--- src/rtl/swp_pkg.sv ---
package swp_pkg;
  localparam int KEY_AW = 13;
  localparam int KEY_DW = 8;
  localparam logic [KEY_AW-1:0] KA_HI = 13'h1555;
  localparam logic [KEY_AW-1:0] KA_LO = 13'h0AAA;

  typedef enum logic [1:0] {PG_PLAIN, PG_LOCK, PG_UNLOCK} pg_key_e;

  // expected key address for a step (0..5)
  function automatic logic [KEY_AW-1:0] key_addr(input logic [2:0] step);
    return (step == 3'd1 || step == 3'd4) ? KA_LO : KA_HI;
  endfunction

  // primary expected key data for a step
  function automatic logic [KEY_DW-1:0] key_data(input logic [2:0] step);
    case (step)
      3'd0, 3'd3: return 8'hAA;
      3'd1, 3'd4: return 8'h55;
      3'd2:       return 8'h80;
      default:    return 8'h20;
    endcase
  endfunction

  // alternate data accepted at branching steps
  function automatic logic [KEY_DW-1:0] key_alt(input logic [2:0] step);
    case (step)
      3'd2:    return 8'hA0;
      3'd5:    return 8'h10;
      default: return key_data(step);
    endcase
  endfunction
endpackage

--- src/rtl/swp_keymatch.sv ---
module swp_keymatch
  import swp_pkg::*;
#(
  parameter int ADDR_W = 13,
  parameter int DATA_W = 8
) (
  input  logic [2:0]        step,
  input  logic [ADDR_W-1:0] addr,
  input  logic [DATA_W-1:0] data,
  output logic              hit,
  output logic              fin_lock,
  output logic              fin_unlock,
  output logic              fin_clear
);
  logic a_ok, d_pri, d_alt;

  always_comb begin
    a_ok       = (addr == ADDR_W'(key_addr(step)));
    d_pri      = (data == DATA_W'(key_data(step)));
    d_alt      = (data == DATA_W'(key_alt(step)));
    hit        = a_ok && (d_pri || d_alt);
    fin_lock   = hit && (step == 3'd2) && d_alt;
    fin_unlock = hit && (step == 3'd5) && d_pri;
    fin_clear  = hit && (step == 3'd5) && d_alt;
  end

  always_comb begin
    AST_FINISH_EXCLUSIVE: assert ($countones({fin_lock, fin_unlock, fin_clear}) <= 1);
  end
endmodule

--- src/rtl/swp_gap_timer.sv ---
module swp_gap_timer #(
  parameter int GAP_LIMIT = 1000
) (
  input  logic clk,
  input  logic rst_n,
  input  logic run,
  input  logic kick,
  output logic expire
);
  localparam int CW = $clog2(GAP_LIMIT + 1);
  localparam logic [CW-1:0] LAST = CW'(GAP_LIMIT - 1);

  logic [CW-1:0] cnt;

  assign expire = run && !kick && (cnt == LAST);

  always_ff @(posedge clk) begin
    if (!rst_n)              cnt <= '0;
    else if (kick || !run)   cnt <= '0;
    else if (cnt == LAST)    cnt <= '0;
    else                     cnt <= cnt + 1'b1;
  end

  AST_GAP_BOUND: assert property (@(posedge clk) disable iff (!rst_n)
    cnt < CW'(GAP_LIMIT));
  AST_EXPIRE_RESTARTS: assert property (@(posedge clk) disable iff (!rst_n)
    expire |=> (cnt == '0));
endmodule

--- src/rtl/swp_seq.sv ---
module swp_seq
  import swp_pkg::*;
#(
  parameter int ADDR_W    = 13,
  parameter int DATA_W    = 8,
  parameter int GAP_LIMIT = 1000
) (
  input  logic              clk,
  input  logic              rst_n,
  input  logic              ld_valid,
  input  logic [ADDR_W-1:0] ld_addr,
  input  logic [DATA_W-1:0] ld_data,
  input  logic              commit,
  output logic              commit_ok,
  output logic              is_cmd,
  output logic              clr_req
);
  localparam logic [2:0] LAST_STEP = 3'd5;

  logic [2:0] step_q;
  logic       has_data_q, prot_q, arm_q, clr_q;
  pg_key_e    keyed_q;

  logic hit, fin_lock, fin_unlock, fin_clear;
  logic key_load, data_load, expire;

  swp_keymatch #(.ADDR_W(ADDR_W), .DATA_W(DATA_W)) match_i (
    .step(step_q), .addr(ld_addr), .data(ld_data),
    .hit(hit), .fin_lock(fin_lock), .fin_unlock(fin_unlock), .fin_clear(fin_clear)
  );

  swp_gap_timer #(.GAP_LIMIT(GAP_LIMIT)) gap_i (
    .clk(clk), .rst_n(rst_n), .run(step_q != 3'd0),
    .kick(ld_valid || commit), .expire(expire)
  );

  // named events
  assign key_load  = ld_valid && !commit && hit && !has_data_q && (keyed_q == PG_PLAIN);
  assign data_load = ld_valid && !commit && !key_load;

  assign is_cmd    = key_load;
  assign clr_req   = clr_q;
  assign commit_ok = commit && has_data_q && (!prot_q || keyed_q != PG_PLAIN);

  always_ff @(posedge clk) begin
    if (!rst_n) begin
      step_q <= '0; has_data_q <= 1'b0; keyed_q <= PG_PLAIN;
      prot_q <= 1'b0; arm_q <= 1'b0; clr_q <= 1'b0;
    end else begin
      clr_q <= 1'b0;
      if (commit) begin
        step_q <= '0; has_data_q <= 1'b0; keyed_q <= PG_PLAIN;
        if (has_data_q) begin
          arm_q <= 1'b0;
          if (keyed_q == PG_UNLOCK)                prot_q <= 1'b0;
          else if (keyed_q == PG_LOCK || arm_q)    prot_q <= 1'b1;
        end else if (keyed_q == PG_LOCK) begin
          arm_q <= 1'b1;
        end
      end else if (key_load) begin
        if (fin_lock) begin
          keyed_q <= PG_LOCK;   step_q <= '0;
        end else if (fin_unlock) begin
          keyed_q <= PG_UNLOCK; step_q <= '0;
        end else if (fin_clear) begin
          clr_q <= 1'b1;        step_q <= '0;
        end else begin
          step_q <= step_q + 3'd1;
        end
      end else if (data_load) begin
        has_data_q <= 1'b1; step_q <= '0;
      end else if (expire) begin
        step_q <= '0;
      end
    end
  end

  AST_STEP_RANGE: assert property (@(posedge clk) disable iff (!rst_n)
    step_q <= LAST_STEP);
  AST_CLR_SINGLE: assert property (@(posedge clk) disable iff (!rst_n)
    clr_req |=> !clr_req);
  AST_CLR_FROM_KEY: assert property (@(posedge clk) disable iff (!rst_n)
    clr_req |-> $past(is_cmd));
  AST_DATA_BLOCKS_KEYS: assert property (@(posedge clk) disable iff (!rst_n)
    (data_load && !commit) |=> !is_cmd);
  AST_PROT_AT_COMMIT: assert property (@(posedge clk) disable iff (!rst_n)
    (prot_q != $past(prot_q)) |-> $past(commit));
  AST_CLR_KEEPS_PROT: assert property (@(posedge clk) disable iff (!rst_n)
    clr_req |-> $stable(prot_q));
endmodule

--- config.mk ---
export PLATFORM = sky130hd
export DESIGN_NAME = swp_seq
export DESIGN_NICKNAME = d
export VERILOG_FILES = /design/src/rtl/swp_pkg.sv /design/src/rtl/swp_keymatch.sv /design/src/rtl/swp_gap_timer.sv /design/src/rtl/swp_seq.sv
export SDC_FILE = /design/constraint.sdc
export NUM_CORES = 1
export LEC_CHECK = 0
export CAP_MARGIN = 20
export CORE_MARGIN = 2
export CORE_UTILIZATION = 40
export DETAILED_ROUTE_END_ITERATION = 8
export MAX_ROUTING_LAYER = met4
export SLEW_MARGIN = 10
export SYNTH_ARGS = -nofsm -noshare
export SYNTH_HDL_FRONTEND = slang
export SYNTH_SLANG_ARGS = --single-unit
--- constraint.sdc ---
create_clock -name clk -period 2.3 [get_ports clk]
set_input_delay 0.23 -clock clk [delete_from_list [all_inputs] [get_ports clk]]
set_output_delay 0.23 -clock clk [all_outputs]
set_load 0.03 [all_outputs]
==> results.cfg <==
[outcome]
status = finished, violations left
violations = negative setup slack

[sta]
hold_violations = 0
timing.slew.headroom_pct = 69.8
finalSetupViolCount = 4
fin_worst_skew_ps = 2.04
finalCritPeriodShare_pct = 108
worst_slack_ps = -183
rsz0062_at_grt = yes
fin_setup_tns_ps = -354
fmax_ghz = 0.403
max_slew.worst_pin.slew_ps = 450
post-route-min-period_ps = 2480
slew_viol_final = 0

[synth]
synth_seq_cells = 19
yosysSeqAreaShare_pct = 27.0
netlist_area_um2 = 1410
yosys_warnings = 0
ys_top_cells_by_count = nor2_1, dfxtp_1, nand2_1
synth_edf_count = 0
synthTopCellsByArea = dfxtp_1, nor2_1, ha_1, xnor2_1, nand2_1
yosysUniqueCellTypes = 53
syn_nets = 208
postSynthCellCount = 177
synth.avg_cell_area_um2 = 7.96
synthFlopType = dfxtp_1
yosysTopAreaCell = dfxtp_1
synth-async-reset-ratio_pct = 0
yosysMostFrequentCell = nor2_1
synth_top_area_share_pct = 27.0

[power_and_ir_drop]
swShare_pct = 24.7
pwr-share-seq_pct = 53.8
switchingPower_uw = 151
combPwrFrac_pct = 17.6
ir_worst_vdd_v = 0.000412
pwr-share-clk_pct = 28.6
pwr_density_cell_nw_per_um2 = 285
p_leak_nw = 0.757
p_int_uw = 459

[global_route]
grt_use_total_pct = 21.1
grt_start_max_net_pins = 13
grt_overflow_total = 0
grt_pass1_vias = 1509
grt_pass1_wl_um = 6720
antenna_found_initial = 0

[placed_design]
dpl-instance-area_um2 = 1920
dpl.hpwl_um = 2940
place.gp.congestion = 0.856
port_buffers = 27

[clocking]
holdBufCountCts = 0
cts_tree = built
numCtsBuffers = 3
h-tree-depth = 1
cts.path.max_buffers = 2
cts_root_buf = clkbuf_4
clock-sinks = 19
clock_latency_ps = 300
clk_pin_slew_ps = 110

[critical_path]
path_cells = ha_2 > ha_4 > o2111ai_2 > mux2i_1 > o2111ai_2 > or2_4 > a21oi_4 > buf_6
cp_max_fo = 5
setup.worst_path.end_class = output pin
arrival_ps = 2250
cpMostUsedCell = o2111ai_2
critPathBufInv = 1
worstSetupPathType = register to output pin
cp_slowest_cell = dfxtp_4
rr_worst_depth = 11
cp.required_ps = 2070
path_depth = 8
start_kind = register
critical-path-max-stage-delay_ps = 390
crit_family = compound AO/OA/AOI/OAI gates

[finish]
final_core_util_pct = 63.5
drive_gt1_share_pct = 28.3
n_antenna_cell = 0
fillers = 321
area.growth.synth_to_final_pct = 51.5
design_area_um2 = 2130
fin_nets = 269

[floorplan]
start_util_pct = 41.9
pin_count = 28
fp.dieW_um = 63.3
dieArea_um2 = 4010
core_um2 = 3360
die_h_um = 63.3
rows = 21

[detailed_routing]
dr.pass1.iters = 4
wl_um = 3870
ant_nets = 0
wl_per_cell_um = 13.7
vias_per_cell = 5.39
num_vias = 1526
drcViolationCount = 0
first_iter_violations = 81

[flow_run]
max-cap-violations = 0

[worst_hold_path]
hold_class = register to register
holdPathStages = 1
-- flip-flops by register name, indices dropped and copies added (netlist names) --
register and cells:
clr_req 1, gap_i.cnt 10, keyed_q 2, prot_q 1, has_data_q 1, step_q 3
arm_q 1
-- repair_timing --
| item | 4_1_cts | 5_1_grt |
|---|---|---|
| buffers inserted | 6 | 1 |
| resized for setup | 27 | 9 |
| pin swaps | 8 | 3 |
| endpoints found under the setup margin | 4 | 8 |
-- worst register-to-register path, delay by kind of cell (launching register included) --
family / cells / cell delay, ps
flops: 1 / 390
mux: 1 / 280
compound gates: 3 / 490
fa+ha+maj: 2 / 380
simple gates: 1 / 250
buf+inv: 4 / 550
-- cell families (layout without fill, tap and decap cells) --
kind of cell             Yosys count  count (layout)  synth area share, %
flip-flops                        19              19                 27.0
AND/OR/NAND/NOR                   98              98                 41.7
XOR/XNOR                          11              11                 6.84
AO/OA/AOI/OAI                     31              31                 14.9
multiplexers                       2               2                 1.51
buffers and inverters             10              70                 2.75
adder cells (fa/ha/maj)            6               6                 5.33
-- layout by cell type, fill, tap and decap left out, types with 2 or more instances in the layout --
cell,Yosys,final
dfxtp_1,19,17
clkdlybuf4s50_1,0,26
nand4_1,3,3
nand3_1,7,7
and3_1,4,4
nand4b_1,2,2
o2111ai_2,1,3
nor2_1,22,21
xnor2_1,7,7
or2_4,0,2
buf_4,0,29
nor4_2,2,2
nand2_1,12,12
o211ai_1,2,2
nor4_1,3,3
buf_6,0,3
xor2_1,4,4
a21oi_1,8,6
clkbuf_4,0,3
inv_1,7,5
nand2b_1,5,5
nand3b_1,3,3
nor3_1,6,6
or4bb_1,2,2
or3_1,4,4
nand4bb_1,3,3
or4b_1,2,2
a31oi_1,3,2
o21ai_1,2,2
nor2b_1,6,5
dfxtp_4,0,2
o21ai_2,0,2
ha_4,0,4
-- metal layers --
layer  up-vias  share of wire (%)  GRT usage [%]
met5         -                  0              -
met4         0                1.4           4.89
met3         6                3.6           3.93
met2        26                 51           37.0
met1       718                 44           25.1
li1        776                  -              -
-- power groups by stage --
| stage | combinational [mW] | sequential, mW | clock (mW) |
|---|---|---|---|
| 6_report | 0.107 | 0.328 | 0.174 |
| 5_1_grt | 0.116 | 0.328 | 0.195 |
| 4_1_cts | 0.104 | 0.328 | 0.178 |
| 3_5_place_dp | 0.104 | 0.338 | 0 |
| 3_3_place_gp | 0.101 | 0.338 | 0 |
| 2_1_floorplan | 0.0316 | 0.338 | 0 |
-- area by class of cell --
cell class | instances | area, um2 | share of cell area [%]
inverter | 8 | 37.5 | 1.76
timing repair buffer | 58 | 512 | 24.0
sequential | 19 | 388 | 18.2
tap | 46 | 57.6 | 2.70
multi-input combinational | 148 | 1110 | 52.1
clock inverter | 1 | 5.00 | 0.234
clock buffer | 3 | 22.5 | 1.06
-- per-stage QoR --
step / std cells / hold WS [ps] / worst slack (ps) / power, mW
2_1_floorplan: 177 / 344 / 3.94 / 0.369
3_3_place_gp: 272 / 425 / -106 / 0.439
3_5_place_dp: 272 / 435 / -136 / 0.441
4_1_cts: 282 / 453 / -243 / 0.611
5_1_grt: 283 / 484 / -311 / 0.639
6_report: 283 / 449 / -183 / 0.609
-- path summary, 6_finish.rpt --
check                from      endpoint  slack [ps]
min reg2reg  gap_i.cnt[0]  gap_i.cnt[0]         450
max reg2reg     step_q[0]    keyed_q[0]         -90
min          gap_i.cnt[0]  gap_i.cnt[0]         450
max             step_q[0]        is_cmd        -180
No activity file was read; power rests on OpenSTA's default activity.
